**src/rtl/burst_wait_gen.sv**
```systemverilog
module burst_wait_gen #(
  parameter int ADDR_W    = 22,
  parameter int LATENCY   = 4,
  parameter int PAGE_BITS = 6
) (
  input  logic              clk,
  input  logic              rst_n,
  input  logic              burst_start,
  input  logic [ADDR_W-1:0] start_addr,
  input  logic              burst_active,
  input  logic              cfg_we,
  input  logic              cfg_two_wait,
  output logic              ready,
  output logic              data_valid
);
  localparam int CNT_W = $clog2(LATENCY > 2 ? LATENCY : 2);

  typedef enum logic [1:0] {S_IDLE, S_INIT, S_STREAM, S_WAIT} state_t;

  state_t            state_q;
  logic [ADDR_W-1:0] addr_q;
  logic [CNT_W-1:0]  cnt_q;
  logic              cfg_q;
  logic              two_q;
  logic              at_edge;
  logic              busy;

  assign at_edge = (state_q == S_STREAM) && (&addr_q[PAGE_BITS-1:0]);
  assign busy    = (state_q != S_IDLE);

  always_ff @(posedge clk) begin
    if (!rst_n)      cfg_q <= 1'b0;
    else if (cfg_we) cfg_q <= cfg_two_wait;
  end

  always_ff @(posedge clk) begin
    if (!rst_n) begin
      state_q <= S_IDLE;
      addr_q  <= '0;
      cnt_q   <= '0;
      two_q   <= 1'b0;
    end else if (burst_start) begin
      state_q <= S_INIT;
      addr_q  <= start_addr;
      cnt_q   <= CNT_W'(LATENCY - 1);
      two_q   <= cfg_q;
    end else if (!burst_active) begin
      state_q <= S_IDLE;
    end else begin
      unique case (state_q)
        S_INIT, S_WAIT: begin
          if (cnt_q == '0) state_q <= S_STREAM;
          else             cnt_q   <= cnt_q - 1'b1;
        end
        S_STREAM: begin
          addr_q <= addr_q + 1'b1;
          if (at_edge) begin
            state_q <= S_WAIT;
            cnt_q   <= two_q ? CNT_W'(1) : '0;
          end
        end
        default: state_q <= S_IDLE;
      endcase
    end
  end

  assign ready      = (state_q == S_IDLE) || (state_q == S_STREAM);
  assign data_valid = (state_q == S_STREAM);
endmodule


```
**config.mk**
```make
export PLATFORM = sky130hd
export DESIGN_NAME = burst_wait_gen
export DESIGN_NICKNAME = d
export VERILOG_FILES = /design/src/rtl/burst_wait_gen.sv
export SDC_FILE = /design/constraint.sdc
export NUM_CORES = 1
export LEC_CHECK = 0
export BUFFER_PORTS_ARGS = -buffer_cell sky130_fd_sc_hd__buf_2
export CAP_MARGIN = 0
export CORE_UTILIZATION = 43
export DETAILED_ROUTE_END_ITERATION = 8
export PLACE_DENSITY = 0.77
export SYNTH_ARGS = -nofsm -noshare
export SYNTH_HDL_FRONTEND = slang
export SYNTH_SLANG_ARGS = --single-unit
export TNS_END_PERCENT = 20
```
**constraint.sdc**
```tcl
create_clock -name clk -period 1.8 [get_ports clk]
set_input_delay 0.09 -clock clk [delete_from_list [all_inputs] [get_ports clk]]
set_output_delay 0.09 -clock clk [all_outputs]
set_load 0.05 [all_outputs]
```
==> results.md, run 1 <==
- DP Area: 692 sq um
- Min Hold Slack: 82.5 ps
- Cts repair resizes: 0
- Initial Util: 46.7%
- Clk network pwr share: 36.3%
- Total congestion overflow: 0
- Crit path required time: 1960 ps
- Final setup margin: 375 ps
- Setup Total Neg Slack: 0 ps
- First-pass GRT wire length: 1830 um
- Yosys reg bits: 12
- Worst r2r src: cnt_q[0]
- Seq/Total Area, Yosys: 39.0%
- Leakage: 0.310 nW
- Worst Hold Path Cells: 3
- Max-cap viol count: 0
- Cell-internal power: 0.439 mW
- CTS Root Cell: clkbuf_4
- Worst EP arrival: 1590 ps
- Final core occ: 55.3%
- Reg-to-reg endpoint: cnt_q[0]
- Slew headroom: 83.7%
- Layout Area Growth over Synthesis: 18.3%
- Status: finished, final reports clean
- Final HPWL DP: 817 um
- Clock Tree Buf Depth: 2
- First DRT Iteration DRCs: 11
- Syn. warnings: 0
- Post-Synthesis Cells: 70
- Later-pin clock latency in the skew report: 270 ps
- Nets: 116
- Share of cells above drive strength 1: 23.5%
- Number of global-route vias before repair: 427
- Total track usage: 18.2%
- R2r setup slk: 380 ps
- Storage cell area: 240 sq um
- Post-CTS Setup Bufs: 0
- Clock transition at path regs: 70 ps
- Reg power frac: 51.2%
- Worst slack at placement: 392 ps
- Die H: 39.8 um
- Count of final max-slew check failures: 0
- Worst Reg-to-Reg Cells: 6
- Post-CTS Hold Buffers: 0
- Post-synth ARST share: 0%
- Largest net degree at the start of global routing: 13
- Drt total wl: 1080 um
- Gpl congestion: 0.761
- Slew of the pin with the lowest slew margin: 246 ps
- CP Launch Point: cnt_q[0]
- PortBufs: 13
- DR vias: 506
- Setup Viol. Count Final: 0
- Core area: 1320 sq um
- Tcrit/Tclk final: 79.2%
- Avg Cell Area, Syn: 8.79 sq um
- Post-synth cell types: 26
- Hold Startpoint: cfg_two_wait
- Switch share: 24.0%
- Startpoint Class: flip-flop
- I/O Pins: 30
- Ant. Diodes: 0
- Final Hold Vio Count: 0
- Drt wl/cell: 10.8 um
- Design Area, Final: 728 sq um
- Number of detailed-route iterations in the first pass: 4
- CTS HTree Levels: 1
- Fmax: 702 MHz
- Initial antenna violation count: 0
- Maximum vdd drop: 459 uV
- Die width: 39.8 um
- # DRC: 0
- Post-Syn Area: 616 sq um
- Multi-input logic area: 349 sq um
- CP endpoint kind: flip-flop
- Post-layout min period: 1420 ps
- Crit path kind: flip-flop to flip-flop
- Min-Delay Path Class: input pin to flip-flop
- Hold EP: cfg_q
- Fillers: 136
- Maximum fanout along the worst path: 3
- EDFF count, synth: 0
- Pwr dens: 794 nW/um^2
- Die ar.: 1590 sq um
- Setup Skew: 0.985 ps
- Syn Nets: 100
- Clock sink count: 12
- Logic pwr share: 12.4%
- Antenna-violating nets left: 0
- Post-synth top flop: dfxtp_1
- CTS tree: built
- Num CTS Buffers: 3
- Vias/cell: 5.06
- NetSw: 0.139 mW
- RSZ-0062 raised after global routing: no
- Cell Rows: 13
## cell usage after synthesis, types with 2 or more instances
master,number,area (sq um)
o21a_1,2,15.0
nor2b_1,3,18.8
ha_1,2,25.0
a21oi_1,6,30.0
mux2i_1,3,30.0
xnor2_1,3,26.3
nor2_1,3,11.3
xor2_1,2,17.5
o21ai_0,6,30.0
dfxtp_1,12,240
and2_1,2,12.5
nand3b_1,2,15.0
inv_1,5,18.8
nand2_1,7,26.3
## worst max-delay path, stage by stage, from the launching register on
cell	delay (ps)
dfxtp_1	350
inv_1	60
ha_1	210
nand3b_1	200
o21ai_1	140
a21oi_1	90
o31a_1	270
## cells in the final DEF, fill, tap and decap left out, types with 2 or more instances in the layout
cell type  count
ha_1           2
dfxtp_1       12
nor2b_1        3
mux2i_1        3
o21ai_0        6
nand2_1        7
and2_1         2
a21oi_1        6
o21a_1         2
xnor2_1        3
xor2_1         2
nor2_1         3
inv_1          5
buf_2         13
clkbuf_4       3
nand3b_1       2
## layer usage
metal,vias to the layer above,wire length (um),track usage [%]
met5,-,0,0
met4,0,12,7.76
met3,2,65,8.52
met2,14,509,30.7
met1,220,493,18.8
li1,270,-,-
## worst max-delay path by stage
stage / to / slack [ps] / depth (start not counted)
global placement: cnt_q[0] / 420 / 6
global route: cnt_q[0] / 280 / 6
finish: cnt_q[0] / 380 / 6
detailed placement: cnt_q[0] / 390 / 6
floorplan: addr_q[2] / 440 / 4
CTS: cnt_q[0] / 370 / 6
## logic make-up (layout without fill, tap and decap cells)
family	count (synthesis)	in the layout	share of synthesized area, %
buffers and inverters	7	22	4.27
muxes	3	3	4.88
adders and majority gates	2	2	4.06
and+or+nand+nor	23	23	23.0
DFF	12	12	39.0
xor gates and xnor gates	5	5	7.12
AOI/OAI and AO/OA	18	18	17.7
## flip-flops by register name, indices dropped and copies added, names as in the netlist
register and cells:
addr_q 6, cnt_q 2, state_q 2, cfg_q 1, two_q 1
## area by class of cell
type / instances / area share [%]
Multi-Input combinational cell: 51 / 47.9
Sequential cell: 12 / 33.0
Timing Repair Buffer: 13 / 8.93
Clock buffer: 4 / 4.98
Inverter: 5 / 2.58
Tap cell: 15 / 2.58
## power by group through the flow
stage | registers, mW | logic, mW | clock network (mW)
after floorplan | 0.299 | 0.0503 | 0
after global placement | 0.301 | 0.0698 | 0
after detailed placement | 0.302 | 0.0728 | 0
after CTS | 0.296 | 0.0728 | 0.218
after global routing | 0.298 | 0.0812 | 0.231
final | 0.296 | 0.0718 | 0.210
## stage by stage
stage / total power [mW] / cells
detailed placement: 0.375 / 96
global route: 0.610 / 100
CTS: 0.588 / 100
finish: 0.578 / 100
global placement: 0.371 / 96
floorplan: 0.349 / 70
Note: power is estimated with default switching activity, not from simulation.
==> inputs of run 2 (changes only) <==
- CORE_UTILIZATION: 43 -> 39
- PLACE_DENSITY: 0.77 -> 0.74
- clock period: 1.8 -> 1.3 ns (I/O delays scaled with it)
==> results.md, run 2 (same netlist as run 1, synthesis figures left out) <==
- Die ar.: 1740 sq um
- Clock transition at path regs: 80 ps
- Later-pin clock latency in the skew report: 270 ps
- Cell Rows: 13
- # DRC: 0
- Final Hold Vio Count: 0
- Die H: 41.7 um
- Routed wl met3: 56 um
- Min Hold Slack: 48.8 ps
- Metal1 wirelength: 645 um
- Ant. Diodes: 0
- Failing checks: negative setup slack
- Initial Util: 44.5%
- Final setup margin: -5.58 ps
- Nets: 129
- Layout Area Growth over Synthesis: 42.3%
- Cell-internal power: 0.645 mW
- Tcrit/Tclk final: 100%
- Biggest regs: addr_q x6, cnt_q x2, state_q x2
- Maximum fanout along the worst path: 3
- RSZ-0062 raised after global routing: yes
- First DRT Iteration DRCs: 12
- CP endpoint kind: flip-flop
- Gpl congestion: 0.749
- Crit path required time: 1470 ps
- Pwr dens: 990 nW/um^2
- Total track usage: 16.5%
- Largest net degree at the start of global routing: 13
- Setup Total Neg Slack: -5.58 ps
- Count of final max-slew check failures: 0
- Worst EP arrival: 1470 ps
- Reg power frac: 47.3%
- PortBufs: 13
- Max layer used: met4
- Min-Delay Path Class: input pin to flip-flop
- Storage cell area: 245 sq um
- Leakage: 0.377 nW
- Core area: 1380 sq um
- Max reg flops: 6
- Die width: 41.7 um
- Multi-input logic area: 388 sq um
- Setup Skew: 3.82 ps
- Crit path kind: flip-flop to flip-flop
- Most frequent cells in the layout: buf_2, buf_4, dfxtp_1
- CTS Root Cell: clkbuf_4
- CTS tree: built
- Number of global-route vias before repair: 496
- Num CTS Buffers: 3
- Share of cells above drive strength 1: 45.9%
- Logic pwr share: 17.4%
- Biggest register: addr_q
- Clock Tree Buf Depth: 2
- Slew headroom: 83.7%
- Initial antenna violation count: 0
- CTS HTree Levels: 1
- DR vias: 564
- Fillers: 113
- Post-CTS Hold Buffers: 0
- Clk network pwr share: 35.2%
- Drt total wl: 1340 um
- Final core occ: 63.3%
- Vias/cell: 4.99
- Met2 wire len: 614 um
- Startpoint Class: flip-flop
- Max-cap viol count: 0
- Status: finished, violations left
- Drt wl/cell: 11.9 um
- Fmax: 766 MHz
- Clock sink count: 12
- Switch share: 25.6%
- I/O Pins: 30
- Slew of the pin with the lowest slew margin: 246 ps
- First-pass GRT wire length: 2150 um
- Total congestion overflow: 0
- NetSw: 0.222 mW
- Maximum vdd drop: 498 uV
- Antenna-violating nets left: 0
- Post-layout min period: 1310 ps
- Number of detailed-route iterations in the first pass: 4
- Setup Viol. Count Final: 1
-- run 2: final cells by class --
| class | instances | share of cell area (%) |
|---|---|---|
| clock buffers | 4 | 4.14 |
| inverters | 5 | 2.14 |
| flip-flops and latches | 12 | 28.0 |
| repair buffers | 26 | 19.3 |
| well taps | 15 | 2.14 |
| multi-input cells | 51 | 44.3 |
-- run 2: worst paths after layout --
check                             startpoint  endpoint  slack (ps)  cells past startpoint
worst max-delay path                cnt_q[0]  cnt_q[0]          -6                      6
worst min-delay path            cfg_two_wait     cfg_q          50                      3
worst max register to register      cnt_q[0]  cnt_q[0]          -6                      6
worst min register to register         cfg_q     cfg_q         530                      2
-- run 2: what timing repair did --
item,in CTS,in global routing
pin swaps,3,4
buffers inserted,3,1
gates resized for setup,8,7
endpoints found under the setup margin,2,4
-- run 2: layer usage --
metal | vias to the layer above | GRT usage (%)
met5 | - | 0
met4 | 0 | 9.68
met3 | 4 | 2.61
met2 | 18 | 25.3
met1 | 246 | 21.7
li1 | 296 | -
-- run 2: power by group through the flow --
stage               clock network (mW)  registers [mW]  logic [mW]
finish                           0.306           0.411       0.151
global route                     0.330           0.414       0.166
CTS                              0.315           0.408       0.143
detailed placement                   0           0.415       0.126
global placement                     0           0.414       0.122
floorplan                            0           0.413      0.0698
-- run 2: per-stage QoR --
| stage | area, sq um | cells | setup slack [ps] | total power, mW |
|---|---|---|---|---|
| final | 876 | 113 | -5.58 | 0.867 |
| after global routing | 876 | 113 | -49.7 | 0.910 |
| after CTS | 843 | 112 | 8.19 | 0.867 |
| after detailed placement | 761 | 105 | -92.5 | 0.541 |
| after global placement | 761 | 105 | -68.1 | 0.536 |
| after floorplan | 617 | 70 | 0.886 | 0.483 |
-- run 2: critical path: stages (launching register included) --
cell	delay, ps
dfxtp_2	330
inv_2	70
ha_4	130
nand3b_1	150
o21a_1	210
a211oi_2	50
o31a_1	270
